$ cat src/rtl/rfsh_pkg.sv
package rfsh_pkg;
  localparam int unsigned WINDOW_US = 64000;
  localparam int unsigned ROW_COUNT = 8192;
  localparam int unsigned BURST_LEN = 8;

  // Single-refresh spacing in cycles for a given clock frequency
  function automatic int unsigned base_period(input int unsigned mhz);
    return (WINDOW_US * mhz) / ROW_COUNT;
  endfunction

  // Interval length for the selected pacing mode
  function automatic int unsigned interval_cycles(input int unsigned mhz, input logic burst);
    return burst ? base_period(mhz) * BURST_LEN : base_period(mhz);
  endfunction

  // Refreshes owed per expiry
  function automatic int unsigned refreshes_per_req(input logic burst);
    return burst ? BURST_LEN : 1;
  endfunction
endpackage

$ cat src/rtl/rfsh_interval_cnt.sv
module rfsh_interval_cnt
  import rfsh_pkg::*;
#(
  parameter int unsigned CLK_MHZ = 400
) (
  input  logic clk,
  input  logic rst_n,
  input  logic enable,
  input  logic burst_mode,
  output logic tick,
  output logic tick_burst
);
  localparam int unsigned LOAD_SINGLE = interval_cycles(CLK_MHZ, 1'b0) - 1;
  localparam int unsigned LOAD_BURST  = interval_cycles(CLK_MHZ, 1'b1) - 1;
  localparam int unsigned TMR_W       = $clog2(LOAD_BURST + 1);

  logic [TMR_W-1:0] cnt;
  logic [TMR_W-1:0] load_val;
  logic             mode_q;

  assign load_val   = burst_mode ? TMR_W'(LOAD_BURST) : TMR_W'(LOAD_SINGLE);
  assign tick       = enable && (cnt == '0);
  assign tick_burst = mode_q;

  // Reload on expiry (not on acknowledge) and continuously while disabled
  always_ff @(posedge clk or negedge rst_n) begin
    if (!rst_n) begin
      cnt    <= TMR_W'(LOAD_SINGLE);
      mode_q <= 1'b0;
    end else if (!enable || tick) begin
      cnt    <= load_val;
      mode_q <= burst_mode;
    end else begin
      cnt    <= cnt - 1'b1;
    end
  end
endmodule

$ cat src/rtl/rfsh_owed_acc.sv
module rfsh_owed_acc
  import rfsh_pkg::*;
#(
  parameter int unsigned CNT_W = 8
) (
  input  logic             clk,
  input  logic             rst_n,
  input  logic             tick,
  input  logic             tick_burst,
  input  logic             ack,
  output logic [CNT_W-1:0] owed
);
  localparam logic [CNT_W:0] SAT = {1'b0, {CNT_W{1'b1}}};

  logic [CNT_W:0] kept;
  logic [CNT_W:0] added;
  logic [CNT_W:0] sum;

  assign kept  = ack ? '0 : {1'b0, owed};
  assign added = tick ? (CNT_W+1)'(refreshes_per_req(tick_burst)) : '0;
  assign sum   = kept + added;

  always_ff @(posedge clk or negedge rst_n) begin
    if (!rst_n)          owed <= '0;
    else if (sum > SAT)  owed <= SAT[CNT_W-1:0];
    else                 owed <= sum[CNT_W-1:0];
  end
endmodule

$ cat src/rtl/rfsh_req_timer.sv
module rfsh_req_timer #(
  parameter int unsigned CLK_MHZ = 400,
  parameter int unsigned CNT_W   = 8
) (
  input  logic             clk,
  input  logic             rst_n,
  input  logic             enable,
  input  logic             burst_mode,
  input  logic             ack,
  output logic             req,
  output logic [CNT_W-1:0] req_count
);
  logic tick;
  logic tick_burst;

  rfsh_interval_cnt #(.CLK_MHZ(CLK_MHZ)) u_interval (
    .clk        (clk),
    .rst_n      (rst_n),
    .enable     (enable),
    .burst_mode (burst_mode),
    .tick       (tick),
    .tick_burst (tick_burst)
  );

  rfsh_owed_acc #(.CNT_W(CNT_W)) u_owed (
    .clk        (clk),
    .rst_n      (rst_n),
    .tick       (tick),
    .tick_burst (tick_burst),
    .ack        (ack),
    .owed       (req_count)
  );

  assign req = |req_count;
endmodule

$ cat config.mk
export PLATFORM = sky130hd
export DESIGN_NAME = rfsh_req_timer
export DESIGN_NICKNAME = d
export VERILOG_FILES = /design/src/rtl/rfsh_pkg.sv /design/src/rtl/rfsh_interval_cnt.sv /design/src/rtl/rfsh_owed_acc.sv /design/src/rtl/rfsh_req_timer.sv
export SDC_FILE = /design/constraint.sdc
export NUM_CORES = 1
export LEC_CHECK = 0
export ABC_AREA = 1
export BUFFER_PORTS_ARGS = -buffer_cell sky130_fd_sc_hd__clkbuf_2
export CORE_AREA = 2 2 71 73
export CTS_BUF_LIST = sky130_fd_sc_hd__clkbuf_16
export DETAILED_ROUTE_END_ITERATION = 10
export DIE_AREA = 0 0 73 75
export PLACE_DENSITY_LB_ADDON = 0.15
export SLEW_MARGIN = 20
export SYNTH_ARGS = -nofsm -noshare
export SYNTH_HDL_FRONTEND = slang
export SYNTH_SLANG_ARGS = --single-unit
$ cat constraint.sdc
create_clock -name clk -period 2.9 [get_ports clk]
set_clock_uncertainty 0.15 [all_clocks]
set_input_delay 0.435 -clock clk [delete_from_list [all_inputs] [get_ports clk]]
set_output_delay 0.435 -clock clk [all_outputs]
set_load 0.05 [all_outputs]
## After elaboration in Yosys (flattened, before gate mapping)

Cells that the tools add are included.

- Word-level logic and storage cells: 17
- Bits of input ports: 5
- Flip-flop bits (word level): 24
- Output and inout port bits: 9

- $add $sub $neg: 2
- Reduce and logical (&&, ||, !) cells: 5
- Order comparisons: 1
- Muxes and demuxes: 6

Operators by type and width:

| cell | number |
|---|---|
| $mux W15 | 2 |
| $mux W8 | 2 |
| $logic_not A15 Y1 | 1 |
| $sub A15 B1 Y15 const B | 1 |
| $add A9 B9 Y9 | 1 |
| $gt A9 B8 Y1 const B | 1 |
| $mux W9 | 1 |
| $reduce_or A8 Y1 | 1 |
| $mux W4 | 1 |
| $logic_and A1 B1 Y1 | 1 |
| $logic_not A1 Y1 | 1 |
| $logic_or A1 B1 Y1 | 1 |

## Longest topological paths before layout

- Word-level depth: 6
- Gate-level depth with buffers: 15

## Modules after synthesis

Synthesis repeated with hierarchy kept, for this count alone.

- Cell total of the unflattened synthesis: 221
- Area, all modules: 1590.3 um^2

By module, submodules not included:

| module | sequential area each (um^2) | times used | cells an instance | area each (um^2) |
|---|---|---|---|---|
| rfsh_interval_cnt | 406.6 | 1 | 130 | 969.7 |
| rfsh_owed_acc | 200.2 | 1 | 76 | 564.3 |
| rfsh_req_timer | 0.0 | 1 | 15 | 56.3 |

## Worst setup path after synthesis

Ideal clock, no wire load.

- Path type: register -> register
- From: register u_interval.cnt[0]
- To: register u_owed.owed[4]
- Arrival: 2.025 ns
- Library setup time: 0.122 ns
- Slack: 0.604 ns
- Buffers on the path: 0
- Cell stages (with the launch flop): 13
- Cell sequence: dfrtp_1 -> inv_1 -> ha_1 -> nand3_4 -> nor2_4 -> nand4_1 -> nor3_1 -> ha_1 -> ha_1 -> nand4_1 -> nand2_1 -> xor2_1 -> nand2_1

- Word-level cells in the longest chain between the ends: 6

RTL lines:

| element | RTL line | text |
|---|---|---|
| start, declared | rfsh_interval_cnt.sv:17 | `logic [TMR_W-1:0] cnt;` |
| start signal, assigned | rfsh_interval_cnt.sv:28 | `cnt <= TMR_W'(LOAD_SINGLE);` |
| start signal, assigned | rfsh_interval_cnt.sv:31 | `cnt <= load_val;` |
| start signal, assigned | rfsh_interval_cnt.sv:34 | `cnt <= cnt - 1'b1;` |
| $logic_not A15 Y1 * | rfsh_interval_cnt.sv:22 | `assign tick = enable && (cnt == '0);` |
| $logic_and A1 B1 Y1 * | rfsh_interval_cnt.sv:22 |  |
| $mux W9 * | rfsh_owed_acc.sv:20 | `assign added = tick ? (CNT_W+1)'(refreshes_per_req(tick_burst)) : '0;` |
| $add A9 B9 Y9 * | rfsh_owed_acc.sv:21 | `assign sum = kept + added;` |
| $gt A9 B8 Y1 | rfsh_owed_acc.sv:25 | `else if (sum > SAT) owed <= SAT[CNT_W-1:0];` |
| $mux W8 * | rfsh_owed_acc.sv:25 |  |
| end signal, assigned | rfsh_owed_acc.sv:25 |  |
| end signal, assigned | rfsh_owed_acc.sv:26 | `else owed <= sum[CNT_W-1:0];` |
| end, declared | rfsh_owed_acc.sv:11 | `output logic [CNT_W-1:0] owed` |

Every way passes the cells marked *; elsewhere a longest branch is shown, timed or not.
A chain may end at the register's enable or synchronous reset.

## Final worst setup path

- From: register u_interval.cnt[0]
- To: register u_owed.owed[7]

The elaborated chain is that of the path after synthesis.

==> reports/metrics.cfg <==
[place]
port_buffers=13
place.gp.congestion=0.737
place_ws_ns=0.436
hpwl_mm=2.29
dpl-instance-area_mm2=0.00159

[floorplanning]
die_w_um=73
core_area_mm2=0.00466
rows=25
die_area_mm2=0.00548
fp.dieH_um=75
start_util_pct=31.6
ios=14

[sta]
max_slew_margin_pct=59.3
min_period_over_period_pct=84.7
setup_slack_ns=0.443
finalSetupTns_ns=0
hold_viol=0
rsz0062_at_grt=no
finalCriticalPeriod_ns=2.46
worst_pin_slew_ns=0.610
maxSlewViolCount=0
holdWs_ns=0.0282
setup_viol=0
timing.fmax_mhz=407

[global_route]
grt_antenna_before_repair=0
grt_usage_pct=12.9
grt_max_degree=25
grt_pass1_vias=1124
grt_pass1_wl_mm=5.36
overflow=0

[run]
max_cap_viol_count=0

[clocking]
htreeDepth=1
hold_buffers=0
cts_tree=yes
insertion_delay_ns=0.26
clockBufferDepth=2
clkSinkCount=24
clk_transition_reported_paths_ns=0.06
cts_root_buf=clkbuf_16
cts_resized=0
postCtsSetupBuffers=0
numCtsBuffers=3

[setup_path]
rrSetupSlack_ns=0.44
worstPathMaxFanout=8
cpLargestDelayFamily=simple AND/OR/NAND/NOR gates
cpMaxStageDelayCell=dfrtp_1
path_common_cell=ha_1
r2r_start=u_interval.cnt[0]
crit_required_ns=2.94
cp-end-kind=flop
critPathKind=reg -> reg
critPathLaunchType=flop
crit_buf_inv=1
cpPeakStageDelay_ns=0.37
cp_cell_sequence=inv_1 -> ha_1 -> nand3_4 -> nor2_4 -> nand4_1 -> nor3_1 -> ha_1 -> ha_1 -> nand4_1 -> nand2_1 -> nand4_4 -> nand3_1
arrival_ns=2.50
crit_start=u_interval.cnt[0]

[synthesis]
synth_compound_area_share_pct=3.23
synth_top_area_share_pct=32.3
synthCells=195
synth_simple_gate_area_share_pct=38.4
synth_nets=205
synth_mux_area_share_pct=0
yosysWarnings=0
ys_seq_elements=24
avgSynthCellArea_um2=7.55
synth.distinct_cells=24
synth_xor_xnor_area_share_pct=4.17
synth_area_mm2=0.00147
synth_area_leaders=dfrtp_1 32%, nand2_1 16%, dfstp_2 8.9%
synth_top_area_cell=dfrtp_1
yosysSeqAreaShare_pct=41.2
yosys.area_share.adder_pct=4.25
synth_top_family_by_area=simple AND/OR/NAND/NOR gates

[layout]
multi_input_area_um2=737
area_growth_pct=13.6
drive_gt1_share_pct=17.1
final_cell_mix=62 x nand2_1, 30 x inv_1, 24 x nor2_1
final_area_mm2=0.00167
fillers=479
final_common_cell=nand2_1
nets=222
fin_util_pct=35.9
seqCellArea_um2=607
antenna_cells=0

[pwr]
p_leak_uw=0.000891
power.density_mw_per_mm2=458
peakVddDrop_v=0.000216

[routing]
wire_per_inst_um=11.6
drtIter0Drc=59
routed_via_density=4.46
routed_wl_mm=3.07
drc_errors=0
vias=1183
ant_nets=0
drt_first_pass_iters=4

[run_status]
status=finished, final reports clean

[worst_hold_path]
hold_path.class=in -> async

## synthesized netlist by cell type
cell      count
nor2_4        4
nand4_4       1
inv_1        29
nor2_2        2
a21oi_1       1
nand2_1      62
nand2_2       3
nor3_1        3
dfrtp_1      19
xnor2_1       4
buf_6         1
xor2_1        3
nand2_4       2
o21ai_0       7
nand3b_1      1
nand3_4       1
o21bai_1      1
ha_1          5
nand4_1       4
dfstp_2       5
nor2_1       24
nor4_1        2
inv_2         2
nand3_1       9
## area by class of cell
cell class,instances,share of cell area (%)
tap,54,4.04
clock inverter,1,0.225
inverter,31,6.96
multi-input combinational,139,44.1
clock buffer,3,4.49
timing repair buffer,13,3.89
sequential,24,36.3
## worst paths after layout
| path | depth (start not counted) | to |
|---|---|---|
| max | 12 | u_owed.owed[7] |
| min | 1 | u_interval.cnt[13] |
| max reg2reg | 12 | u_owed.owed[7] |
| min reg2reg | 1 | u_interval.cnt[0] |
| max in group asynchronous | 1 | u_owed.owed[2] |
| min in group clk | 1 | u_interval.cnt[0] |
## layer usage
metal  share of wire, %  global-route usage (%)  vias to the layer above
li1                   -                       -                      639
met1                 51                    18.7                      530
met2                 45                    18.7                       10
met3                2.1                    2.28                        4
met4                2.0                    5.56                        0
met5                  0                       0                        -
## worst reg2reg max path, stage by stage, from the launching register on
cell and delay, ns:
dfrtp_1 0.37, inv_1 0.08, ha_1 0.23, nand3_4 0.13, nor2_4 0.18, nand4_1 0.12, nor3_1 0.24, ha_1 0.19
ha_1 0.17, nand4_1 0.09, nand2_1 0.17, nand4_4 0.16, nand3_1 0.12
## power breakdown
group	internal, uW	switching, uW
Clock	184	116
Combinational	30.5	61.0
Sequential	359	15.8
## metrics by stage
stage	instances	power, uW
3_5_place_dp	261	474
2_1_floorplan	195	446
6_report	265	766
3_3_place_gp	261	475
5_1_grt	265	812
4_1_cts	265	781
## flip-flops by register name, summed over array words and instances (netlist names)
name and cells:
u_interval.tick_burst 1, u_interval.cnt 15, u_owed.owed 8
## cells by family after synthesis
kind of cell | count (synthesis)
buffers and inverters | 32
XOR/XNOR | 7
AO/OA/AOI/OAI | 9
AND/OR/NAND/NOR | 118
adder cells (fa/ha/maj) | 5
flip-flops | 24
No activity file was read; power rests on OpenSTA's default activity.
